**src/rtl/sync_rx_pkg.sv**
```systemverilog
package sync_rx_pkg;

    localparam int CHAR_W = 8;

    typedef enum logic {
        ST_HUNT  = 1'b0,
        ST_FRAME = 1'b1
    } rx_state_t;

    typedef struct packed {
        logic              eom;
        logic              crc_err;
        logic [CHAR_W-1:0] data;
    } rx_entry_t;

endpackage

```
**src/rtl/sync_rx_hunt.sv**
```systemverilog
module sync_rx_hunt #(
    parameter int SYNC_W  = 16,
    parameter int MONO_W  = 8,
    parameter int SHORT_W = 12
) (
    input  logic              clk,
    input  logic              rst_n,
    input  logic              clr,
    input  logic              shift_en,
    input  logic              bit_in,
    input  logic              mono_sel,
    input  logic              long_sel,
    input  logic [SYNC_W-1:0] pat,
    output logic              match
);

    logic [SYNC_W-1:0] win_q;
    logic [SYNC_W-1:0] win_n;

    // newest bit enters at the top, so the oldest bit of a window sits lowest
    assign win_n = {bit_in, win_q[SYNC_W-1:1]};

    always_ff @(posedge clk) begin
        if (!rst_n || clr) begin
            win_q <= '0;
        end else if (shift_en) begin
            win_q <= win_n;
        end
    end

    always_comb begin
        if (mono_sel) begin
            match = (win_n[SYNC_W-1 -: MONO_W] == pat[MONO_W-1:0]);
        end else if (long_sel) begin
            match = (win_n == pat);
        end else begin
            match = (win_n[SYNC_W-1 -: SHORT_W] == pat[SHORT_W-1:0]);
        end
    end

endmodule

```
**src/rtl/sync_rx_crc.sv**
```systemverilog
module sync_rx_crc #(
    parameter int          CRC_W = 16,
    parameter logic [15:0] POLY  = 16'hA001
) (
    input  logic             clk,
    input  logic             rst_n,
    input  logic             clr,
    input  logic             step,
    input  logic             bit_in,
    output logic [CRC_W-1:0] crc_next
);

    logic [CRC_W-1:0] crc_q;
    logic             fb;

    always_comb begin
        fb       = crc_q[0] ^ bit_in;
        crc_next = {1'b0, crc_q[CRC_W-1:1]};
        if (fb) begin
            crc_next = crc_next ^ POLY[CRC_W-1:0];
        end
    end

    always_ff @(posedge clk) begin
        if (!rst_n || clr) begin
            crc_q <= '0;
        end else if (step) begin
            crc_q <= crc_next;
        end
    end

endmodule

```
**src/rtl/sync_rx_fifo.sv**
```systemverilog
module sync_rx_fifo
    import sync_rx_pkg::*;
#(
    parameter int DEPTH = 4
) (
    input  logic      clk,
    input  logic      rst_n,
    input  logic      push,
    input  rx_entry_t wr_entry,
    input  logic      pop,
    input  logic      ovr_clr,
    output logic      not_empty,
    output rx_entry_t rd_entry,
    output logic      ovr
);

    localparam int PTR_W = (DEPTH > 1) ? $clog2(DEPTH) : 1;

    rx_entry_t        mem [DEPTH];
    logic [PTR_W-1:0] wr_ptr, rd_ptr;
    logic [PTR_W:0]   count;
    logic             full, do_push, do_pop;

    assign full      = (count == (PTR_W+1)'(DEPTH));
    assign not_empty = (count != '0);
    assign do_push   = push && !full;
    assign do_pop    = pop && not_empty;
    assign rd_entry  = mem[rd_ptr];

    always_ff @(posedge clk) begin
        if (do_push) begin
            mem[wr_ptr] <= wr_entry;
        end
    end

    always_ff @(posedge clk) begin
        if (!rst_n) begin
            wr_ptr <= '0;
            rd_ptr <= '0;
            count  <= '0;
        end else begin
            if (do_push) begin
                wr_ptr <= (wr_ptr == PTR_W'(DEPTH-1)) ? '0 : wr_ptr + 1'b1;
            end
            if (do_pop) begin
                rd_ptr <= (rd_ptr == PTR_W'(DEPTH-1)) ? '0 : rd_ptr + 1'b1;
            end
            count <= count + (PTR_W+1)'(do_push) - (PTR_W+1)'(do_pop);
        end
    end

    always_ff @(posedge clk) begin
        if (!rst_n || ovr_clr) begin
            ovr <= 1'b0;
        end else if (push && full) begin
            ovr <= 1'b1;
        end
    end

endmodule

```
**src/rtl/sync_char_rx.sv**
```systemverilog
module sync_char_rx
    import sync_rx_pkg::*;
#(
    parameter int SYNC_W     = 16,
    parameter int MSG_W      = 8,
    parameter int FIFO_DEPTH = 4,
    parameter int CRC_W      = 16
) (
    input  logic              clk,
    input  logic              rst_n,
    input  logic              bit_en,
    input  logic              rx_bit,
    input  logic [1:0]        mode,
    input  logic              long_sync,
    input  logic [SYNC_W-1:0] sync_pat,
    input  logic              ext_sync,
    input  logic [MSG_W-1:0]  msg_len,
    input  logic              hunt_req,
    input  logic              rd_ready,
    output logic              rd_valid,
    output logic [CHAR_W-1:0] rd_data,
    output logic              rd_crc_err,
    output logic              rd_eom,
    output logic              overrun,
    output logic              in_sync
);

    localparam int BIT_W = $clog2(CHAR_W);

    rx_state_t         state_q, state_d;
    logic              is_ext, hunting;
    logic              pat_match, ext_start, sync_found;
    logic              take_bit, char_done, msg_last;
    logic [BIT_W-1:0]  bit_cnt;
    logic [CHAR_W-1:0] char_sh, char_val;
    logic [MSG_W-1:0]  byte_cnt;
    logic [CRC_W-1:0]  crc_next;
    logic              crc_clr;
    rx_entry_t         wr_entry, rd_entry;

    assign is_ext     = mode[1];
    assign hunting    = (state_q == ST_HUNT);
    assign ext_start  = hunting && is_ext && bit_en && ext_sync && !hunt_req;
    assign sync_found = hunting && bit_en && !hunt_req &&
                        (is_ext ? ext_sync : pat_match);
    assign take_bit   = bit_en && !hunt_req && (!hunting || ext_start);
    assign char_done  = take_bit && (bit_cnt == BIT_W'(CHAR_W-1));
    assign char_val   = {rx_bit, char_sh[CHAR_W-1:1]};
    assign msg_last   = (byte_cnt == msg_len - 1'b1);
    assign crc_clr    = hunt_req || (hunting && !ext_start) ||
                        (char_done && msg_last);

    // next state: sync_found, hunt_cmd, frame_hold
    always_comb begin
        state_d = state_q;
        unique case (state_q)
            ST_HUNT:  if (sync_found) state_d = ST_FRAME;
            ST_FRAME: state_d = ST_FRAME;
        endcase
        if (hunt_req) begin
            state_d = ST_HUNT;
        end
    end

    always_ff @(posedge clk) begin
        if (!rst_n) begin
            state_q <= ST_HUNT;
        end else begin
            state_q <= state_d;
        end
    end

    always_comb begin
        in_sync = (state_q == ST_FRAME);
    end

    always_ff @(posedge clk) begin
        if (!rst_n || hunt_req || (hunting && !ext_start)) begin
            bit_cnt  <= '0;
            byte_cnt <= '0;
            char_sh  <= '0;
        end else if (take_bit) begin
            char_sh <= char_val;
            bit_cnt <= bit_cnt + 1'b1;
            if (char_done) begin
                byte_cnt <= msg_last ? '0 : byte_cnt + 1'b1;
            end
        end
    end

    always_comb begin
        wr_entry.data    = char_val;
        wr_entry.eom     = msg_last;
        wr_entry.crc_err = msg_last && (crc_next != '0);
    end

    sync_rx_hunt #(
        .SYNC_W (SYNC_W)
    ) u_hunt (
        .clk      (clk),
        .rst_n    (rst_n),
        .clr      (hunt_req || !hunting),
        .shift_en (hunting && bit_en && !hunt_req),
        .bit_in   (rx_bit),
        .mono_sel (mode == 2'b00),
        .long_sel (long_sync),
        .pat      (sync_pat),
        .match    (pat_match)
    );

    sync_rx_crc #(
        .CRC_W (CRC_W)
    ) u_crc (
        .clk      (clk),
        .rst_n    (rst_n),
        .clr      (crc_clr),
        .step     (take_bit),
        .bit_in   (rx_bit),
        .crc_next (crc_next)
    );

    sync_rx_fifo #(
        .DEPTH (FIFO_DEPTH)
    ) u_fifo (
        .clk       (clk),
        .rst_n     (rst_n),
        .push      (char_done),
        .wr_entry  (wr_entry),
        .pop       (rd_ready),
        .ovr_clr   (hunt_req),
        .not_empty (rd_valid),
        .rd_entry  (rd_entry),
        .ovr       (overrun)
    );

    assign rd_data    = rd_entry.data;
    assign rd_eom     = rd_entry.eom;
    assign rd_crc_err = rd_entry.crc_err;

endmodule

```
**config.mk**
```make
export PLATFORM = sky130hd
export DESIGN_NAME = sync_char_rx
export DESIGN_NICKNAME = d
export VERILOG_FILES = /design/src/rtl/sync_rx_pkg.sv /design/src/rtl/sync_rx_hunt.sv /design/src/rtl/sync_rx_crc.sv /design/src/rtl/sync_rx_fifo.sv /design/src/rtl/sync_char_rx.sv
export SDC_FILE = /design/constraint.sdc
export NUM_CORES = 1
export LEC_CHECK = 0
export ABC_CLOCK_PERIOD_IN_PS = 3400
export CAP_MARGIN = 20
export CORE_MARGIN = 2
export CORE_UTILIZATION = 57
export CTS_CLUSTER_DIAMETER = 50
export DETAILED_ROUTE_END_ITERATION = 7
export PLACE_DENSITY = 0.85
export SYNTH_ARGS = -nofsm -noshare
export SYNTH_HDL_FRONTEND = slang
export SYNTH_SLANG_ARGS = --single-unit
export TNS_END_PERCENT = 10
```
**constraint.sdc**
```tcl
create_clock -name clk -period 3.4 [get_ports clk]
set_input_delay 0.51 -clock clk [delete_from_list [all_inputs] [get_ports clk]]
set_output_delay 0.51 -clock clk [all_outputs]
set_load 0.01 [all_outputs]
```
Word level (Yosys, flattened, before mapping):

Memories as Yosys holds them, arrays and structs flattened. A register that Yosys moved wholly into a read port is not among the register bits.
Cells that the tools add are included.

* register bits: 60
* bits in writable memories: 40
* input bits: 34
* output and inout bits: 13
* word-level logic and storage cells: 76
* memories: 1

* $add $sub $neg: 7
* eq/ne operators: 8
* multiplexer cells: 13
* bitwise operators: 4
* reduce and logical (&&, ||, !) cells: 33

Memory list
* u_fifo.mem: depth 4, width 10, rd ports 1, clocked after memory_dff 1, write ports 1, RTL line sync_rx_fifo.sv:19 `rx_entry_t mem [DEPTH];`

Operators by type and width (count)
* 16-bit == test: 1
* 8-bit == test: 2
* 1-bit logical AND: 16
* 16-bit 2-to-1 mux: 1
* 16-bit nonzero test: 1
* 12-bit == test: 1
* 8-bit by 1-bit adder with 8-bit output, second input constant: 1
* 1-bit logical OR: 8
* 2-bit 2-to-1 mux: 4
* 8-bit 2-to-1 mux: 1
* 8-bit by 1-bit subtractor with 8-bit output, second input constant: 1
* 3-bit == test, second input constant: 2
* 1-bit 2-to-1 mux: 6
* 2-bit by 1-bit adder with 2-bit output, second input constant: 2
* 2-bit == test, second input constant: 2
* 1-bit zero test: 4
* 3-bit by 1-bit adder with 3-bit output: 1
* 3-bit by 1-bit adder with 3-bit output, second input constant: 1
* 2-bit inverter with 3-bit output: 1
* 3-bit nonzero test: 1
* 3-bit by 1-bit subtractor with 3-bit output: 1
* 2-bit zero test: 1
* 1-bit inverter: 2
* 1-bit case mux with 2 select lines: 1
* 3 further kinds: 3

Depth between registers and ports, before layout:

* depth after elaboration: 11
* gate-level depth with buffers: 11
* mapped depth without buffers: 11

Hierarchy:

Synthesis repeated with hierarchy kept, for this count alone.

* cells, all modules: 419
* area, all modules: 4895.9 um^2

By module, submodules not included
* sync_rx_fifo: times used 1, cells an instance 107, area each 1979.4 um^2, sequential area each 1401.3 um^2
* sync_char_rx: times used 1, cells an instance 138, area each 1202.4 um^2, sequential area each 380.4 um^2
* sync_rx_hunt: times used 1, cells an instance 104, area each 979.7 um^2, sequential area each 300.3 um^2
* sync_rx_crc: times used 1, cells an instance 70, area each 734.5 um^2, sequential area each 320.3 um^2

Worst setup path after synthesis:

Ideal clock, no wire load.

* path type: input -> register
* start: input port hunt_req
* end: register u_fifo.count[2]
* setup time: 115 ps
* arrival time: 2501 ps
* data required time: 3285 ps
* setup slack: 784 ps
* cell stages on the path: 11
* path buffers: 1
* cells stage by stage: nand2b_1 -> clkbuf_1 -> nor2_1 -> nand2_1 -> a21oi_2 -> ha_1 -> inv_1 -> fa_1 -> xnor2_1 -> xnor2_1 -> and2_1

* longest elaborated chain between the ends: 8
* elaborated cells on any way between the ends: 9
* those cells by class: add/sub (2); reduce/logical (7)

RTL lines
* from (decl): RTL line sync_char_rx.sv:18 `input logic hunt_req,`
* 1-bit zero test (*): RTL line sync_char_rx.sv:43, sync_char_rx.sv:46
* 1-bit logical AND: RTL line sync_char_rx.sv:43 `assign ext_start = hunting && is_ext && bit_en && ext_sync && !hunt_req;`
* 1-bit logical OR: RTL line sync_char_rx.sv:46 `assign take_bit = bit_en && !hunt_req && (!hunting || ext_start);`
* 1-bit logical AND (*): RTL line sync_char_rx.sv:46
* 1-bit logical AND (*): RTL line sync_char_rx.sv:47 `assign char_done = take_bit && (bit_cnt == BIT_W'(CHAR_W-1));`
* 1-bit logical AND (*): RTL line sync_rx_fifo.sv:26 `assign do_push = push && !full;`
* via u_fifo.do_push: RTL line sync_rx_fifo.sv:22 `logic full, do_push, do_pop;`
* 3-bit by 1-bit adder with 3-bit output (*): RTL line sync_rx_fifo.sv:48 `count <= count + (PTR_W+1)'(do_push) - (PTR_W+1)'(do_pop);`
* 3-bit by 1-bit subtractor with 3-bit output (*): RTL line sync_rx_fifo.sv:48
* to (signal assigned): RTL line sync_rx_fifo.sv:48
* to (decl): RTL line sync_rx_fifo.sv:21 `logic [PTR_W:0] count;`

Mark *: on every way through the listed nets, which the timed path passes. The rest lies on a longest branch.
A chain may end at the register's enable or synchronous reset.

==> results.md <==
* Status: completed
* Req. time, crit path at slightly below 3 ns
* RSZ-0062 raised after global routing: false
* Area Growth Syn to Fin at 14.7%
* Die width at around 94 um
* Core footprint at slightly below 0.008 mm2
* Slew Limit Headroom at 0.563
* FF-to-FF End: u_fifo.count[2]
* Reg2reg path depth at 11
* CTS sink count at 100
* Initial antenna violation count at 0
* Starting Density at 0.592
* DRT Pass-1 Iters at 6
* Synthesized net count at a little under 500
* Critical Path Fanout Max at 10
* Port-buffer cells at 46
* Cells on Worst Hold Path at 2
* Clock skew at between 0.008 and 0.009 ns
* Via density at 5.48
* CTS tree: built
* Hold Crit Class: flip-flop to flip-flop
* Total Wirelength at 8470 um
* Crit path arrival time at 2.19 ns
* Worst IR drop on VDD at 0.267 mV
* # rows at 32
* CTS HTree Levels at 3
* Ant diodes at 0
* Hold Path Sink: u_crc.crc_q[3]
* Worst-margin pin slew at 0.654 ns
* Final nets at 523
* EDFF count, synth at 40
* Fmax at 370 MHz
* Final setup vio count at 0
* Crit start category: flip-flop
* Multi-input logic area at 0.00206 mm2
* First-pass GRT wire length at about 14,000 um
* R2R Path Start: u_fifo.count[2]
* Root buffer cell: clkbuf_8
* DRT iter0 DRCs at roughly 130
* CTS max path bufs at 2
* Vias post-DR at between 3,000 and 4,000
* Synth warn at 0
* Final Total Pwr at roughly 2400 uW
* Clk slew on worst S/H paths at 0.09 ns
* Post CTS Setup Buffer Count at 0
* Largest net degree at the start of global routing at 27
* Routability-driven placement congestion ratio at 0.825
* Hold_sp: u_crc.crc_q[4]
* Worst setup EP type: output pin
* All-layer global routing usage at 0.204
* Final non-filler cell total at 584
* Avg WL per Cell at 14.5 um
* Tmin final at between 2 and 3 ns
* Post-synth ARST share at 0
* Seq cells post-synth at 100
* Filler Cell Count at 570
* Cells after Synth at 442
* DRC viols at 0
* Setup TNS Final at 0 ns
* Most common cell after layout, fill and taps aside: nand2_1
* Distinct cells, synth at 46
* Via count of the first global-routing pass at 3,048
* Worst skew pair latency at 0.35 ns
* # resized after CTS at 0
* DRT antenna net count at 0
* Top cell type's share of synthesized area at 0.260
* Die area at a little under 0.009 mm2
* Sequential area share after synthesis at 0.520
* Min Hold Slack at 0.472 ns
* Worst R2R Setup Slack at 0.97 ns
* Crit share post-route at 0.795
* Inserted Clock Buffers at 9
* Max-Cap Viols at 0
* Mean Syn Cell Area at 10.4 um2
* Share of cells above drive strength 1 at 0.0788
* Worst Path Class, Setup: flip-flop to output pin
* Hold Vio Cnt, Final at 0
* Register area at 0.00240 mm2
* Synthesized cell area at 0.00462 mm2
* Area contributors post-synth: dfxtp_1 26%, edfxtp_1 26%, xnor2_1 8.3%, nand2_1 5.7%, mux4_2 4.9%
* GRT Residual Overflow at 0
* Placed Cells at 568
* Leading area contributor after synthesis: dfxtp_1
* Dpl hpwl at 6150 um
* Static Leak at approximately 0.0018 uW
* Post-cts hold buffer count at 0
* I/O pins at between 40 and 50
* Slew Limit Fails at 0
* Ys flop type: dfxtp_1
* Pwr dens at between 400 and 500 mW/mm2
* Commonest non-fill, non-tap cells in the layout: 70 x nand2_1, 60 x dfxtp_1, 46 x clkdlybuf4s50_1, 44 x xnor2_1, 40 x edfxtp_1
* Chip Height at 94.0 um
## layer usage
layer,track usage,share of wire
met1,0.249,0.44
met2,0.363,0.52
met3,0.0337,0.035
met4,0.0737,0.011
met5,0,0
## worst max-delay path by stage
| stage | slack [ns] | to | from |
|---|---|---|---|
| final | 0.70 | rd_crc_err | flip-flop |
| after detailed placement | 0.41 | u_fifo.count[2] | mode[1] |
| after global routing | 0.54 | rd_crc_err | flip-flop |
| after CTS | 0.64 | rd_crc_err | flip-flop |
| after global placement | 0.48 | u_fifo.count[2] | mode[1] |
| after floorplan | 0.78 | u_fifo.count[2] | hunt_req |
## power by group
| part | switching (uW) | internal [uW] | leakage (uW) |
|---|---|---|---|
| combinational | 170 | 229 | 0.000776 |
| clock | 391 | 271 | 0.0000881 |
| sequential | 59.4 | 1270 | 0.000908 |
| total | 620 | 1770 | 0.00177 |
## cells in the mapped netlist (all sizes together) (6+ instances only)
| master | count |
|---|---|
| xor2 | 14 |
| ha | 11 |
| nor3 | 6 |
| o22ai | 10 |
| clkbuf | 22 |
| nand2 | 70 |
| a21oi | 38 |
| nor2b | 8 |
| inv | 10 |
| mux4 | 10 |
| nor4 | 9 |
| and2 | 6 |
| edfxtp | 40 |
| xnor2 | 44 |
| dfxtp | 60 |
| nand4 | 10 |
| nor2 | 32 |
| buf | 6 |
## metrics by stage
stage               instance area (um2)  utilization  setup WS (ns)
floorplan                          4620            -          0.784
global placement                   5130        0.657          0.476
detailed placement                 5130        0.657          0.409
CTS                                5300        0.679          0.644
global route                       5300        0.679          0.539
finish                             5300        0.679          0.699
## final cells by class
| type | instances | share of cell area |
|---|---|---|
| Clock inverter | 5 | 0.00685 |
| Sequential cell | 100 | 0.453 |
| Multi-Input combinational cell | 304 | 0.388 |
| Inverter | 10 | 0.00709 |
| Timing Repair Buffer | 52 | 0.0954 |
| Tap cell | 102 | 0.0241 |
| Clock buffer | 11 | 0.0248 |
## sequential cells by signal (all words and copies together) (netlist names), named ones only
name	flops
bit_cnt	3
byte_cnt	8
char_sh	7
in_sync	1
u_crc.crc_q	16
u_fifo.count	3
u_fifo.mem	40
u_fifo.ovr	1
u_fifo.rd_ptr	2
u_fifo.wr_ptr	2
u_hunt.win_q	15
## worst max-delay path, stage by stage (launching register included)
cell,delay (ns)
dfxtp_1,0.75
mux4_2,0.59
clkdlybuf4s50_1,0.49
## cells by family (layout without fill, tap and decap cells)
kind of cell    count (synthesis)  count (layout)  share of synthesized area
simple gates                  159             159                      0.166
flops                         100             100                      0.520
compound gates                 63              63                     0.0824
xor+xnor                       58              58                      0.110
buf+inv                        38              78                     0.0344
fa+ha+maj                      12              12                     0.0341
mux                            12              12                     0.0531
No activity file was read; power rests on OpenSTA's default activity.
